### config.mk
export PLATFORM = sky130hd
export DESIGN_NAME = stack_exec_unit
export DESIGN_NICKNAME = d
export VERILOG_FILES = /design/src/rtl/stk_pkg.sv /design/src/rtl/stk_alu.sv /design/src/rtl/stk_file.sv /design/src/rtl/stk_ctrl.sv /design/src/rtl/stack_exec_unit.sv
export SDC_FILE = /design/constraint.sdc
export NUM_CORES = 1
export LEC_CHECK = 0
export BUFFER_PORTS_ARGS = -buffer_cell sky130_fd_sc_hd__buf_2
export CAP_MARGIN = 25
export CORE_UTILIZATION = 29
export DETAILED_ROUTE_END_ITERATION = 7
export MAX_ROUTING_LAYER = met4
export SYNTH_ARGS = -nofsm -noshare
export SYNTH_HDL_FRONTEND = slang
export SYNTH_HIERARCHICAL = 1
export SYNTH_SLANG_ARGS = --single-unit
export TNS_END_PERCENT = 30
### constraint.sdc
create_clock -name clk -period 14.26 [get_ports clk]
set_input_delay 2.852 -clock clk [delete_from_list [all_inputs] [get_ports clk]]
set_output_delay 2.852 -clock clk [all_outputs]
set_load 0.02 [all_outputs]
### src/rtl/stk_pkg.sv
package stk_pkg;
   localparam int OPC_W = 3;

   typedef enum logic [OPC_W-1:0] {
      OPC_PUSH = 3'd0,
      OPC_POP  = 3'd1,
      OPC_ADD  = 3'd2,
      OPC_SUB  = 3'd3,
      OPC_MUL  = 3'd4
   } opc_e;

   typedef enum logic [0:0] {
      SEQ_IDLE = 1'b0,
      SEQ_FILL = 1'b1
   } seq_e;
endpackage

### src/rtl/stk_alu.sv
module stk_alu
   import stk_pkg::*;
#(
   parameter int W = 16
) (
   input  logic [OPC_W-1:0] op,
   input  logic [W-1:0]     a_top,
   input  logic [W-1:0]     b_next,
   output logic [W-1:0]     y
);
   logic [W-1:0] prod;

   // Narrow words form the full product and slice it; wide words keep only W bits.
   generate
      if (W <= 32) begin : g_mul_full
         logic [2*W-1:0] wide;
         assign wide = a_top * b_next;
         assign prod = wide[W-1:0];
      end else begin : g_mul_trunc
         assign prod = W'(a_top * b_next);
      end
   endgenerate

   always_comb begin
      case (op)
         OPC_ADD: y = a_top + b_next;
         OPC_SUB: y = a_top - b_next;
         OPC_MUL: y = prod;
         default: y = '0;
      endcase
   end
endmodule

### src/rtl/stk_file.sv
module stk_file #(
   parameter int W     = 16,
   parameter int DEPTH = 16,
   localparam int CW   = $clog2(DEPTH + 1),
   localparam int IW   = (DEPTH > 1) ? $clog2(DEPTH) : 1
) (
   input  logic          clk,
   input  logic          rst_n,
   input  logic          push_en,
   input  logic          pop_en,
   input  logic          rep_en,
   input  logic [W-1:0]  wr_data,
   output logic [CW-1:0] count,
   output logic [W-1:0]  top,
   output logic [W-1:0]  next
);
   logic [W-1:0] ent [DEPTH];
   logic [IW-1:0] top_idx, next_idx;

   assign top_idx  = IW'(count - CW'(1));
   assign next_idx = IW'(count - CW'(2));
   assign top  = (count == '0) ? '0 : ent[top_idx];
   assign next = (count < CW'(2)) ? '0 : ent[next_idx];

   // Each entry is written by a push landing on it or by an arithmetic result landing on it.
   generate
      for (genvar i = 0; i < DEPTH; i++) begin : g_ent
         logic hit;
         assign hit = (push_en && count == CW'(i)) ||
                      (rep_en && count == CW'(i + 2));
         always_ff @(posedge clk or negedge rst_n) begin
            if (!rst_n)   ent[i] <= '0;
            else if (hit) ent[i] <= wr_data;
         end
      end
   endgenerate

   always_ff @(posedge clk or negedge rst_n) begin
      if (!rst_n)                 count <= '0;
      else if (push_en)           count <= count + CW'(1);
      else if (pop_en || rep_en)  count <= count - CW'(1);
   end

   assert_depth_bound_R12: assert property (@(posedge clk) disable iff (!rst_n)
      count <= CW'(DEPTH));
   assert_no_overflow_R9: assert property (@(posedge clk) disable iff (!rst_n)
      push_en |-> count < CW'(DEPTH));
   assert_no_underflow_R8: assert property (@(posedge clk) disable iff (!rst_n)
      pop_en |-> count != '0);
   assert_two_operands_R7: assert property (@(posedge clk) disable iff (!rst_n)
      rep_en |-> count >= CW'(2));
   assert_one_update_R12: assert property (@(posedge clk) disable iff (!rst_n)
      $onehot0({push_en, pop_en, rep_en}));
endmodule

### src/rtl/stk_ctrl.sv
module stk_ctrl
   import stk_pkg::*;
#(
   parameter int DEPTH = 16,
   localparam int CW   = $clog2(DEPTH + 1)
) (
   input  logic             clk,
   input  logic             rst_n,
   input  logic             instr_valid,
   input  logic [OPC_W-1:0] instr_op,
   input  logic [CW-1:0]    count,
   output logic             instr_ready,
   output logic             busy,
   output logic             mem_rd_en,
   output logic             mem_wr_en,
   output logic             push_en,
   output logic             pop_en,
   output logic             rep_en,
   output logic             ovf_err,
   output logic             unf_err
);
   seq_e state;
   logic accept, is_push, is_pop, is_arith;
   logic full, empty, two_ok, ovf_set, unf_set;

   always_comb begin
      accept   = instr_valid && (state == SEQ_IDLE);
      is_push  = (instr_op == OPC_PUSH);
      is_pop   = (instr_op == OPC_POP);
      is_arith = (instr_op == OPC_ADD) || (instr_op == OPC_SUB) || (instr_op == OPC_MUL);
      full     = (count == CW'(DEPTH));
      empty    = (count == '0);
      two_ok   = (count >= CW'(2));
      mem_rd_en = accept && is_push && !full;
      mem_wr_en = accept && is_pop && !empty;
      pop_en    = mem_wr_en;
      rep_en    = accept && is_arith && two_ok;
      push_en   = (state == SEQ_FILL);
      ovf_set   = accept && is_push && full;
      unf_set   = accept && ((is_pop && empty) || (is_arith && !two_ok));
      instr_ready = (state == SEQ_IDLE);
      busy        = (state == SEQ_FILL);
   end

   always_ff @(posedge clk or negedge rst_n) begin
      if (!rst_n) begin
         state   <= SEQ_IDLE;
         ovf_err <= 1'b0;
         unf_err <= 1'b0;
      end else begin
         state   <= mem_rd_en ? SEQ_FILL : SEQ_IDLE;
         ovf_err <= ovf_err | ovf_set;
         unf_err <= unf_err | unf_set;
      end
   end

   assert_fill_stall_R2: assert property (@(posedge clk) disable iff (!rst_n)
      mem_rd_en |=> busy && !instr_ready);
   assert_single_wait_R2: assert property (@(posedge clk) disable iff (!rst_n)
      busy |=> !busy);
   assert_ovf_sticky_R10: assert property (@(posedge clk) disable iff (!rst_n)
      ovf_err |=> ovf_err);
   assert_unf_sticky_R10: assert property (@(posedge clk) disable iff (!rst_n)
      unf_err |=> unf_err);
   assert_ovf_cause_R9: assert property (@(posedge clk) disable iff (!rst_n)
      $rose(ovf_err) |-> $past(instr_valid && instr_op == OPC_PUSH));
   assert_no_mem_clash_R3: assert property (@(posedge clk) disable iff (!rst_n)
      !(mem_rd_en && mem_wr_en));
endmodule

### src/rtl/stack_exec_unit.sv
module stack_exec_unit
   import stk_pkg::*;
#(
   parameter int W     = 16,
   parameter int DEPTH = 16,
   parameter int AW    = 8,
   localparam int CW   = $clog2(DEPTH + 1)
) (
   input  logic             clk,
   input  logic             rst_n,
   input  logic             instr_valid,
   output logic             instr_ready,
   input  logic [OPC_W-1:0] instr_op,
   input  logic [AW-1:0]    instr_addr,
   output logic             mem_rd_en,
   output logic             mem_wr_en,
   output logic [AW-1:0]    mem_addr,
   output logic [W-1:0]     mem_wdata,
   input  logic [W-1:0]     mem_rdata,
   output logic [W-1:0]     tos_data,
   output logic             busy,
   output logic             ovf_err,
   output logic             unf_err
);
   generate
      if (DEPTH < 2) begin : g_bad_depth
         $error("stack_exec_unit: DEPTH must be at least 2");
      end
      if (W < 1) begin : g_bad_width
         $error("stack_exec_unit: W must be positive");
      end
      if (AW < 1) begin : g_bad_addr
         $error("stack_exec_unit: AW must be positive");
      end
   endgenerate

   logic [CW-1:0] count;
   logic [W-1:0]  top, next, alu_y, wr_data;
   logic          push_en, pop_en, rep_en;

   stk_ctrl #(.DEPTH(DEPTH)) u_ctrl (
      .clk(clk), .rst_n(rst_n),
      .instr_valid(instr_valid), .instr_op(instr_op), .count(count),
      .instr_ready(instr_ready), .busy(busy),
      .mem_rd_en(mem_rd_en), .mem_wr_en(mem_wr_en),
      .push_en(push_en), .pop_en(pop_en), .rep_en(rep_en),
      .ovf_err(ovf_err), .unf_err(unf_err)
   );

   stk_alu #(.W(W)) u_alu (
      .op(instr_op), .a_top(top), .b_next(next), .y(alu_y)
   );

   assign wr_data = push_en ? mem_rdata : alu_y;

   stk_file #(.W(W), .DEPTH(DEPTH)) u_file (
      .clk(clk), .rst_n(rst_n),
      .push_en(push_en), .pop_en(pop_en), .rep_en(rep_en),
      .wr_data(wr_data), .count(count), .top(top), .next(next)
   );

   assign mem_addr  = instr_addr;
   assign mem_wdata = top;
   assign tos_data  = top;
endmodule

==> metrics.md <==
| Metric | Value |
|---|---|
| Status | `completed` |
| DRC | `0` |
| Htree depth | `1` |
| CTS tree | `done` |
| Slew headroom | `31.0%` |
| Hold crit path type | `reg -> reg` |
| Main combinational cell family by area after synthesis | `multiplexers` |
| Fill cells | `6830` |
| Grt total ovfl | `0` |
| Total Wirelength | `57900 um` |
| Most frequent cells in the layout | `dfrtp_1, mux2_2, inv_1` |
| Chip height | `267 um` |
| Initial antenna violation count | `0` |
| Commonest non-fill, non-tap cell in the layout | `dfrtp_1` |
| RSZ-0062 raised after global routing | `no` |
| Core area | `0.0691 mm^2` |
| Synth Register Bits | `264` |
| R2R Path Start | `u_file/count[0]` |
| Hpwl dp | `37100 um` |
| CTS Buffer Depth | `3` |
| Crit path time final | `9.93 ns` |
| EDFF count, synth | `0` |
| Layout net count | `1880` |
| Vias | `13700` |
| First-pass GRT wire length | `89500 um` |
| Global-route met1 utilization | `20.8%` |
| Clock-pin slew on the worst setup and hold paths | `0.06 ns` |
| I/O pin count | `76` |
| Cts hold-fix bufs | `0` |
| Worst setup EP type | `register` |
| Max Cap Viol | `0` |
| Global route hottest layer | `met2` |
| Seq/Total Area, Yosys | `32.4%` |
| Die area | `0.0713 mm^2` |
| Initial drt markers | `1079` |
| Vias in the first global route | `14700` |
| Core Rows | `96` |
| DP Worst Slack | `4.21 ns` |
| Async S/R FF share, synth | `100%` |
| CTS Root Buffer Type | `clkbuf_16` |
| Setup ws final | `4.33 ns` |
| Tcrit/Tclk final | `69.6%` |
| GR Util All Layers | `17.0%` |
| Final hold vios | `0` |
| Crit-path max FO | `55` |
| Syn Nets | `1893` |
| Area delta synth->final | `9.45%` |
| Grt met2 use | `28.3%` |
| Post-synth cell types | `75` |
| PortBufs | `59` |
| Achievable frequency | `101 MHz` |
| Layout cells sized above 1 | `32.7%` |
| Actual slew at the worst max-slew pin | `1.03 ns` |
| WP data required | `14.70 ns` |
| Hold Path Origin | `u_ctrl/ovf_err` |
| Area of the multi-input gates | `0.0125 mm^2` |
| Clock Skews | `0.0184 ns` |
| CP Launch Point | `u_file/count[0]` |
| Fin. max-slew vios | `0` |
| Largest net degree at the start of global routing | `117` |
| Wire length per cell | `21.9 um` |
| Total number of yosys warnings | `6` |
| Startpoint types | `register` |
| Complex-gate fraction of the synthesized area | `5.31%` |
| Worst-Skew Late Latency | `0.56 ns` |
| Mux share of post-synthesis cell area | `31.4%` |
| Synth Area per Inst | `11.9 um^2` |
| Post-synthesis simple-gate area fraction | `8.39%` |
| Setup violators final | `0` |
| Primary FF master, synth | `dfrtp_1` |
| Gp weighted congestion | `0.851` |
| Vias per cell | `5.19` |
| Mapped Cells | `1707` |
| Synth Cell Area | `0.0204 mm^2` |
| Postcts setup bufs | `0` |
| Arrival time of the worst setup path | `10.37 ns` |
| CTS sink count | `264` |
| CTS resizes | `0` |
| WS Path Type | `reg -> reg` |
| Die width | `267 um` |
| Total CTS buffers | `29` |
| Diode count | `0` |
| Xor and xnor fraction of the mapped netlist area | `3.17%` |
| GR Util met3 | `2.06%` |
| Post-route ant nets | `0` |
| Post-synthesis adder-cell area fraction | `12.6%` |
| Setup TNS | `0 ns` |
| Starting density of the core | `29.5%` |
| Register area | `0.00661 mm^2` |
| Pre-antenna DRT Iters | `5` |
==> area by class of cell <==
cell class / instances / area share, %
Tap cell: 931 / 5.23
Sequential cell: 264 / 29.7
Clock buffer: 43 / 3.81
Inverter: 129 / 2.17
Timing Repair Buffer: 100 / 2.83
Multi-Input combinational cell: 1170 / 56.0
Clock inverter: 7 / 0.314
==> critical path: stages, from the launching register on <==
cell and delay, ns:
dfrtp_4 0.99, inv_1 0.22, ha_4 0.81, buf_4 0.64
mux4_2 0.57, nand2_1 0.08, o21ai_0 0.09, o22a_1 0.54
and2_1 0.33, fa_1 0.53, inv_1 0.05, fa_1 0.55
fa_1 0.44, fa_1 0.49, inv_1 0.05, fa_1 0.55
inv_1 0.06, fa_1 0.54, inv_1 0.05, ha_1 0.34
a21o_1 0.17, a21o_1 0.16, a41oi_1 0.26, a21oi_1 0.14
xnor2_1 0.20, o211ai_1 0.14, mux2_2 0.43, mux2_1 0.33
==> logic make-up (layout without fill, tap and decap cells) <==
group,count (synthesis),in the layout
flip-flops,264,264
buffers and inverters,273,279
XOR/XNOR,72,72
AO/OA/AOI/OAI,154,154
AND/OR/NAND/NOR,335,335
multiplexers,453,453
adder cells (fa/ha/maj),156,156
==> through the flow <==
stage | hold slack (ns) | cell area (um^2) | util, % | cells
global placement | 0.454 | 21300 | 30.9 | 2591
CTS | 0.468 | 22300 | 32.2 | 2642
global route | 0.481 | 22300 | 32.3 | 2644
floorplan | 0.470 | 20400 | - | 1707
finish | 0.464 | 22300 | 32.3 | 2644
detailed placement | 0.452 | 21300 | 30.9 | 2592
==> Yosys cell counts, types with 3 or more instances <==
cell type / number / area [um^2]
dfrtp_1: 264 / 6610
mux2_2: 238 / 2680
inv_1: 127 / 477
mux4_2: 114 / 2570
nand2_1: 100 / 375
fa_1: 81 / 1620
ha_1: 75 / 938
nor2_1: 74 / 278
and2_1: 71 / 444
mux2i_1: 52 / 521
xnor2_1: 49 / 429
buf_4: 48 / 360
o21ai_0: 34 / 170
clkbuf_1: 33 / 124
a21oi_1: 32 / 160
buf_2: 30 / 150
mux2_1: 29 / 327
o22ai_1: 23 / 144
nand3_1: 21 / 105
xor2_1: 21 / 184
mux2_4: 20 / 300
buf_1: 17 / 63.8
o22a_1: 16 / 140
buf_6: 15 / 169
nor3_1: 13 / 65.1
nand2b_1: 10 / 62.6
nor2b_1: 10 / 62.6
and3_1: 6 / 37.5
nor2_2: 5 / 31.3
o211ai_1: 5 / 37.5
a21o_1: 4 / 30.0
a22o_1: 4 / 35.0
nand2_2: 4 / 25.0
a31oi_1: 3 / 18.8
a32o_1: 3 / 30.0
o21a_1: 3 / 22.5
or2b_1: 3 / 22.5
==> worst paths after layout <==
kind | slack, ns | endpoint | cells past startpoint
worst min register to register | 0.46 | u_ctrl/ovf_err | 1
worst min-delay path | 0.46 | u_ctrl/ovf_err | 1
worst max-delay path | 4.33 | u_file/ent[159] | 27
max in group asynchronous | 9.81 | u_file/ent[163] | 4
worst max register to register | 4.33 | u_file/ent[159] | 27
min in group asynchronous | 2.34 | u_file/ent[75] | 1
==> sequential cells by signal, indices dropped and copies added (netlist names) <==
name,cells
u_ctrl/ovf_err,1
u_ctrl/unf_err,1
u_ctrl/busy,1
u_file/count,5
u_file/ent,256
==> metal layers <==
layer | vias to the layer above | wire length [um]
li1 | 5953 | -
met4 | 0 | 2200
met2 | 481 | 28600
met5 | - | 0
met1 | 7169 | 23800
met3 | 127 | 3220
Power is left out: the tool's default activity adds up to more than one toggle a clock period on the data nets, which glitch-free logic cannot reach.
